[src/rtl/spd_pkg.sv]
package spd_pkg;
  // Number of bits in the watched sequence, and bits of state needed
  localparam int unsigned SEQ_LEN = 5;
  localparam int unsigned STATE_W = $clog2(SEQ_LEN);

  // Code = length of matched prefix of 1,0,1,1,0
  typedef enum logic [STATE_W-1:0] {
    ST_P0 = 3'd0,  // nothing matched
    ST_P1 = 3'd1,  // "1"
    ST_P2 = 3'd2,  // "10"
    ST_P3 = 3'd3,  // "101"
    ST_P4 = 3'd4   // "1011"
  } spd_state_e;
endpackage

[src/rtl/spd_next_state.sv]
module spd_next_state
  import spd_pkg::*;
(
  input  spd_state_e cur_state,
  input  logic       bit_in,
  output spd_state_e nxt_state
);
  always_comb begin
    unique case (cur_state)
      ST_P0:   nxt_state = bit_in ? ST_P1 : ST_P0;
      ST_P1:   nxt_state = bit_in ? ST_P1 : ST_P2;  // newest 1 may start
      ST_P2:   nxt_state = bit_in ? ST_P3 : ST_P0;  // "100" keeps nothing
      ST_P3:   nxt_state = bit_in ? ST_P4 : ST_P2;  // "1010" keeps "10"
      ST_P4:   nxt_state = bit_in ? ST_P1 : ST_P2;  // hit keeps "10"
      default: nxt_state = ST_P0;                   // illegal code
    endcase
  end
endmodule

[src/rtl/spd_state_reg.sv]
module spd_state_reg
  import spd_pkg::*;
(
  input  logic       clk,
  input  logic       rst_n,
  input  spd_state_e state_d,
  output spd_state_e state_q
);
  always_ff @(posedge clk or negedge rst_n) begin
    if (!rst_n) state_q <= ST_P0;
    else        state_q <= state_d;
  end

  // only the five prefix codes ever appear in the register
  assert_state_legal_R8: assert property (@(posedge clk) disable iff (!rst_n)
    (state_q <= ST_P4));
endmodule

[src/rtl/spd_detect_out.sv]
module spd_detect_out
  import spd_pkg::*;
(
  input  spd_state_e cur_state,
  input  logic       bit_in,
  output logic       hit
);
  // Mealy: "1011" held and a 0 arriving completes the sequence
  always_comb hit = (cur_state == ST_P4) && !bit_in;
endmodule

[src/rtl/serial_pattern_detector.sv]
module serial_pattern_detector
  import spd_pkg::*;
(
  input  logic clk,
  input  logic rst_n,
  input  logic din,
  output logic detect
);
  spd_state_e state_q;
  spd_state_e state_d;

  spd_next_state u_next (
    .cur_state (state_q),
    .bit_in    (din),
    .nxt_state (state_d)
  );

  spd_state_reg u_reg (
    .clk     (clk),
    .rst_n   (rst_n),
    .state_d (state_d),
    .state_q (state_q)
  );

  spd_detect_out u_out (
    .cur_state (state_q),
    .bit_in    (din),
    .hit       (detect)
  );

  // no pulse while reset is held
  always @(posedge clk) begin
    if (!rst_n) assert_quiet_in_reset_R1: assert (!detect);
  end

  // a pulse is backed by the real five-bit history on din
  assert_hit_history_R2: assert property (@(posedge clk) disable iff (!rst_n)
    detect |-> (!din && $past(din, 1) && $past(din, 2) && !$past(din, 3) && $past(din, 4)));

  // pulses last one cycle
  assert_single_pulse_R3: assert property (@(posedge clk) disable iff (!rst_n)
    detect |=> !detect);

  // after a hit the machine keeps the "10" prefix for overlap
  assert_overlap_resume_R4: assert property (@(posedge clk) disable iff (!rst_n)
    detect |=> (state_q == ST_P2));
endmodule

[config.mk]
export PLATFORM = sky130hd
export DESIGN_NAME = serial_pattern_detector
export DESIGN_NICKNAME = d
export VERILOG_FILES = /design/src/rtl/spd_pkg.sv /design/src/rtl/spd_next_state.sv /design/src/rtl/spd_state_reg.sv /design/src/rtl/spd_detect_out.sv /design/src/rtl/serial_pattern_detector.sv
export SDC_FILE = /design/constraint.sdc
export NUM_CORES = 1
export LEC_CHECK = 0
export BUFFER_PORTS_ARGS = -buffer_cell sky130_fd_sc_hd__buf_4
export CORE_AREA = 2 2 39 41
export CTS_CLUSTER_SIZE = 25
export DETAILED_ROUTE_END_ITERATION = 8
export DIE_AREA = 0 0 41 43
export MAX_ROUTING_LAYER = met4
export PLACE_DENSITY = 0.3
export RECOVER_POWER = 100
export SLEW_MARGIN = 40
export SYNTH_ARGS = -nofsm -noshare
export SYNTH_HDL_FRONTEND = slang
export SYNTH_SLANG_ARGS = --single-unit
export TNS_END_PERCENT = 10
[constraint.sdc]
create_clock -name clk -period 3.4 [get_ports clk]
set_clock_uncertainty 0.05 [all_clocks]
set_input_delay 0.17 -clock clk [delete_from_list [all_inputs] [get_ports clk]]
set_output_delay 0.17 -clock clk [all_outputs]
set_load 0.02 [all_outputs]
# Word-level counts from Yosys, hierarchy flattened
# Cells that the tools add are included.
# W data, S select, Z words.
[totals]
ff_bits = 3
input_bits = 3
output_inout_bits = 1
wordCells = 14
[op_classes]
eq_ne = 4
n_mux = 5
n_reduce_logical = 4
[op_table]
columns = ["cell", "count"]
rows = [
  ["$pmux W3 S4", 1],
  ["$eq A3 B2 Y1 const B", 2],
  ["$mux W2", 2],
  ["$eq A3 B1 Y1 const B", 1],
  ["$eq A3 B3 Y1 const B", 1],
  ["$logic_not A3 Y1", 1],
  ["$mux W3", 1],
  ["$reduce_or A2 Y1", 1],
  ["$logic_and A1 B1 Y1", 1],
  ["$logic_not A1 Y1", 1],
  ["$mux W1", 1],
]

# Longest topological paths before layout
# Gate-level depths: netlist (run 1).
[logic_depth]
ltp_word = 3
mapped_depth = 2

# Hierarchy
# From an unflattened synthesis (run 1), not the netlist that was laid out.
[hier_totals]
cells_unflattened = 12
area_unflattened_um2 = 145.1
[by_module_without_submodules]
columns = ["mod", "n_inst", "cells_each", "area_per_inst_um2", "seq_area_each_um2"]
rows = [
  ["spd_state_reg", 1, 3, 75.1, 75.1],
  ["spd_next_state", 1, 8, 55.1, 0.0],
  ["spd_detect_out", 1, 1, 15.0, 0.0],
]

# Worst setup path after synthesis (run 1)
# Ideal clock, no wire load.
[synth_timing]
kind = "register to register"
startpoint = "register u_reg.state_q[0]"
endpoint = "register u_reg.state_q[1]"
setup_ns = 0.066
arrival_time_ns = 1.139
required_ns = 3.284
slack_ns = 2.144
path_stages_with_launch = 3
path_cell_list = "dfrtp_1 nor4b_2 or3_1"
[synth_between]
elab_chain_cells = 3
[synth_lines]
columns = ["item", "line", "rtl"]
rows = [
  ["start, declared", "spd_state_reg.sv:7", "output spd_state_e state_q"],
  ["start signal, assigned", "spd_state_reg.sv:11", "else state_q <= state_d;"],
  ["$eq A3 B1 Y1 / $eq A3 B3 Y1 (equally long branches)", "spd_next_state.sv:9", "unique case (cur_state)"],
  ["$reduce_or A2 Y1 (no line)", "-", ""],
  ["$pmux W3 S4 *", "spd_next_state.sv:9", ""],
  ["named net state_d[1]", "serial_pattern_detector.sv:10", "spd_state_e state_d;"],
]
# The timed path passes the listed nets; every way through them passes the cells marked *.

# Worst setup path after layout (run 1)
[layout_timing]
startpoint = "register u_reg.state_q[0]"
endpoint = "output port detect"
[layout_between]
elab_chain_cells = 2
[layout_lines]
columns = ["item", "line", "rtl"]
rows = [
  ["$eq A3 B3 Y1", "spd_detect_out.sv:9", "always_comb hit = (cur_state == ST_P4) && !bit_in;"],
  ["$logic_and A1 B1 Y1", "spd_detect_out.sv:9", ""],
  ["end, declared", "serial_pattern_detector.sv:7", "output logic detect"],
]
# Every way passes these cells.

==> flow_summary.ini, run 1 <==
[finish]
regArea_sq_um = 75.1
reg_top3 = u_reg.state_q x3
diodes = 0
nNetsFinal = 23
areaGrowthSynthToFinish_pct = 48.7
multi_input_area_sq_um = 60.1
n_fill_cell = 154
largest_register = u_reg.state_q
largest_reg_flops = 3
drive_gt1_share_pct = 31.6

[route]
met1Wirelength_microns = 168
antenna_left = 0
first_iter_violations = 4
vias = 120
routed_via_density = 3.43
drcViolationCount = 0
wl_microns = 287
routed.top_layer = met3
met3WireLength_microns = 39
route.met2.wl_microns = 80
firstDrtPassIters = 3
wl_per_cell_microns = 8.20

[worst_hold_path]
hold_depth = 2
hp-class = in2reg
hp-start = din
min_to = u_reg.state_q[0]

[place]
hpwl_microns = 191
gp_congestion = 0.594
port_buffers = 3

[timing]
fin_setup_tns_ns = 0
period_minus_slack_ns = 1.51
rsz0062_at_grt = false
finalCritPeriodShare_pct = 44.5
setup_viol = 0
clock.fmax_mhz = 661
slew_headroom_pct = 73.6
hold_violations = 0
drv_slew = 0
holdWs_ns = 0.132
worst_pin_slew_ns = 0.391

[cts]
htreeDepth = 1
cts_root_buf = clkbuf_4
clock-sinks = 3
clockBufferDepth = 2
tritoncts = yes
post-cts-setup-buffer-count = 0
clk_pin_slew_ns = 0.04
cts-buffers-inserted = 3
clock_latency_ns = 0.23

[run]
cap_violations = 0

[yosys]
avgSynthCellArea_sq_um = 12.9
syn_nets = 14
yosysSeqAreaShare_pct = 53.1
syn_inst = 11
synth_seq_cells = 3
yosysUniqueCellTypes = 9
synth_area_sq_um = 141
yosysWarnings = 0

[die]
die_y_microns = 43
dieArea_sq_um = 1760
core_sq_um = 1380
pin_count = 4
start_util_pct = 10.2
die_w_microns = 41
fp-row-count = 14

[worst_setup_path]
arrival_ns = 1.29
endpoint_kind = primary output
r2r_slack_ns = 2.28
crit_type = reg2out
crit_required_ns = 3.18
startpoint_type = register
reg2reg_from = u_reg.state_q[0]
timing.rr.end = u_reg.state_q[1]
worstRegToRegCells = 2
cp_max_fo = 6

[power_and_ir_drop]
power_density_nw_per_um2 = 553
vdd_drop_max_uv = 120
p_leak_uw = 0.0000891

[global_route]
grt_pass1_wl_microns = 531
antenna_found_initial = 0
gr-usage-all-layers_pct = 5.25
first_global_vias = 122
grt_remaining_overflow = 0
grt_max_degree = 7

[outcome]
status = finished, final reports clean
synth_stat cells, drive strengths merged:
cell	count	area (sq um)
a21oi	1	5.00
and4b	1	11.3
dfrtp	3	75.1
nor2	1	3.75
nor3b	1	7.51
nor4b	1	15.0
nor4bb	1	10.0
o21a	1	7.51
or3	1	6.26
report_power, final:
part           internal (uW)  switching (uW)  total (uW)
clock network           44.1            19.7        63.8
logic                   6.04            3.40        9.44
registers               38.9            4.14        43.1
total                   89.0            27.2         116
worst max-delay path: stages, from the launching register on:
cell and delay (ns):
dfrtp_1 0.42, nor4b_1 0.42, buf_4 0.22
final cells by class:
cell class                 count  share of cell area, %
clock buffer                   4                   12.5
tap                           16                   9.52
multi-input combinational      8                   28.6
timing repair buffer           4                   13.7
sequential                     3                   35.7
per-stage QoR:
| step | utilization, % | setup slack [ns] | cells | power [uW] | cell area [sq um] |
|---|---|---|---|---|---|
| CTS | 15.9 | 1.98 | 35 | 121 | 220 |
| global placement | 13.3 | 2.27 | 30 | 52.6 | 184 |
| global route | 15.2 | 1.82 | 35 | 129 | 210 |
| finish | 15.2 | 1.89 | 35 | 116 | 210 |
| floorplan | - | 2.14 | 11 | 48.4 | 141 |
| detailed placement | 13.3 | 2.25 | 30 | 53.0 | 184 |
cells in the final DEF (no fill, tap or decap):
| master | count |
|---|---|
| a21oi_1 | 1 |
| and4b_2 | 1 |
| buf_4 | 2 |
| clkbuf_1 | 2 |
| clkbuf_4 | 3 |
| dfrtp_1 | 3 |
| dlygate4sd3_1 | 1 |
| nor2_1 | 1 |
| nor3b_1 | 1 |
| nor4b_1 | 1 |
| nor4bb_1 | 1 |
| o21a_1 | 1 |
| or3_1 | 1 |
layer usage:
metal	up-vias	GRT usage [%]
met2	6	4.69
met1	53	5.79
li1	61	-
met5	-	-
met4	0	4.00
met3	0	6.28
cells by family (layout without fill, tap and decap cells):
logic type / Yosys count / in the layout / share of synthesized area [%]
flip-flops: 3 / 3 / 53.1
buffers and inverters: 0 / 8 / 0
AND/OR/NAND/NOR: 6 / 6 / 38.1
AO/OA/AOI/OAI: 2 / 2 / 8.85
worst max-delay path by stage:
| stage | endpoint | depth (start not counted) | slack (ns) | startpoint |
|---|---|---|---|---|
| final | detect | 2 | 1.89 | u_reg.state_q[0] |
| after global routing | detect | 2 | 1.82 | u_reg.state_q[0] |
| after CTS | detect | 2 | 1.98 | u_reg.state_q[0] |
| after detailed placement | detect | 2 | 2.25 | u_reg.state_q[0] |
| after global placement | detect | 2 | 2.27 | u_reg.state_q[0] |
| after floorplan | u_reg.state_q[1] | 2 | 2.14 | u_reg.state_q[0] |
timing repair:
item / in CTS / in global routing
hold buffers: 1 / 0
resized for setup: 0 / 0
endpoints found under the hold margin: 3 / 0
(Power assumes the default switching activity.)
==> inputs of run 2 (changes only) <==
clock period = 1.5 ns   (was 3.4 ns; I/O delays follow)
==> run 2 against run 1 <==
Via count fell by 2.5%. Global-route usage grew 0.31 points. Power up 120%. First-iteration DRC count shrank 100%. Sequential share of layout area fell by 0.63 points. Utilization rose by 0.27 points. Routed wire length down 9.4%. Hold slack got worse by 0.091 ns.
==> flow_summary.ini, run 2 (synthesis results as in run 1) <==
[die]
dieArea_sq_um = 1760
die_y_microns = 43
pin_count = 4
fp-row-count = 14
start_util_pct = 10.2
core_sq_um = 1380
die_w_microns = 41

[timing]
fin_setup_tns_ns = 0
hold_violations = 0
drv_slew = 0
worst_pin_slew_ns = 0.220
fin_ws_ns = 0.195
period_minus_slack_ns = 1.30
setup_viol = 0
finalCritPeriodShare_pct = 87.0
clock.fmax_mhz = 767
rsz0062_at_grt = false
slew_headroom_pct = 85.3

[route]
wl_microns = 260
drcViolationCount = 0
routed_via_density = 3.34
first_iter_violations = 0
vias = 117
antenna_left = 0
wl_per_cell_microns = 7.43
firstDrtPassIters = 1

[outcome]
status = finished, final reports clean

[finish]
largest_reg_flops = 3
fin_area_sq_um = 214
drive_gt1_share_pct = 36.8
mostFrequentLayoutCells = clkbuf_4 (3), dfrtp_1 (3), clkbuf_1 (2)
largest_register = u_reg.state_q
n_fill_cell = 153
reg_top3 = u_reg.state_q x3
diodes = 0
utilization_pct = 15.5
nNetsFinal = 23
areaGrowthSynthToFinish_pct = 51.3

[worst_setup_path]
startpoint_type = register
r2r_slack_ns = 0.39
arrival_ns = 1.18
reg2reg_from = u_reg.state_q[1]
timing.rr.end = u_reg.state_q[1]
crit_type = reg2out
crit_required_ns = 1.37
worstRegToRegCells = 2
endpoint_kind = primary output
cp_max_fo = 6

[global_route]
grt_max_degree = 7
gr-usage-all-layers_pct = 5.56
first_global_vias = 127
grt_remaining_overflow = 0
grt_pass1_wl_microns = 531
antenna_found_initial = 0

[cts]
cts_root_buf = clkbuf_4
tritoncts = yes
postCtsHoldBufs = 1
post-cts-setup-buffer-count = 0
clk_pin_slew_ns = 0.04
cts-buffers-inserted = 3
cts-resized-gates = 0
clock_latency_ns = 0.23
clockBufferDepth = 2
clock-sinks = 3
htreeDepth = 1

[power_and_ir_drop]
p_leak_uw = 0.0000889
combPwrFrac_pct = 8.3
p_sw_uw = 57.0
power_density_nw_per_um2 = 1210
intPower_uw = 202
power_switching_share_pct = 22.0
seq_power_share_pct = 37.9
finalPower_uw = 259
vdd_drop_max_uv = 239
power_frac_clock_pct = 53.8

[run]
cap_violations = 0

[worst_hold_path]
hp-start = din
hold_depth = 2
min_to = u_reg.state_q[0]
hp-class = in2reg

[place]
gp_congestion = 0.607
port_buffers = 3
dpl_cell_area_sq_um = 184
dp_slack_ns = 0.395
[run 2: power groups by stage]
stage | Clock [uW] | Combinational [uW] | Sequential, uW
6_report | 139 | 21.5 | 98.1
3_3_place_gp | 0 | 21.1 | 98.6
4_1_cts | 148 | 23.4 | 98.0
5_1_grt | 156 | 24.4 | 100
2_1_floorplan | 0 | 13.1 | 96.5
3_5_place_dp | 0 | 21.2 | 99.1
[run 2: stage by stage]
stage	instances	hold WS, ns
floorplan	11	-0.271
global route	35	0.0491
finish	35	0.0416
detailed placement	30	-0.184
global placement	30	-0.186
CTS	35	0.0305
[run 2: worst max-delay path by stage]
stage          cells after the start              from  slack [ns]          endpoint
2_1_floorplan                      2  u_reg.state_q[0]        0.24  u_reg.state_q[1]
3_3_place_gp                       2  u_reg.state_q[1]        0.39  u_reg.state_q[1]
3_5_place_dp                       2  u_reg.state_q[1]        0.40  u_reg.state_q[1]
4_1_cts                            2  u_reg.state_q[0]        0.19            detect
5_1_grt                            2  u_reg.state_q[0]        0.09            detect
6_report                           2  u_reg.state_q[0]        0.20            detect
[run 2: area by class of cell]
cell class | count | area [sq um] | share of cell area, %
Timing Repair Buffer | 4 | 26.3 | 12.3
Multi-Input combinational cell | 8 | 66.3 | 31.0
Clock buffer | 4 | 26.3 | 12.3
Sequential cell | 3 | 75.1 | 35.1
Tap cell | 16 | 20.0 | 9.36
[run 2: worst max-delay path: stages, from the launching register on]
cell and delay [ns]:
dfrtp_1 0.43, nor4b_2 0.31, clkbuf_2 0.21
[run 2: per-layer routing]
metal	GRT usage (%)	up-vias	share of wire, %
met1	6.45	53	51
met2	5.00	4	38
met3	4.71	0	11
met5	-	-	0
met4	6.00	0	0
li1	-	60	-
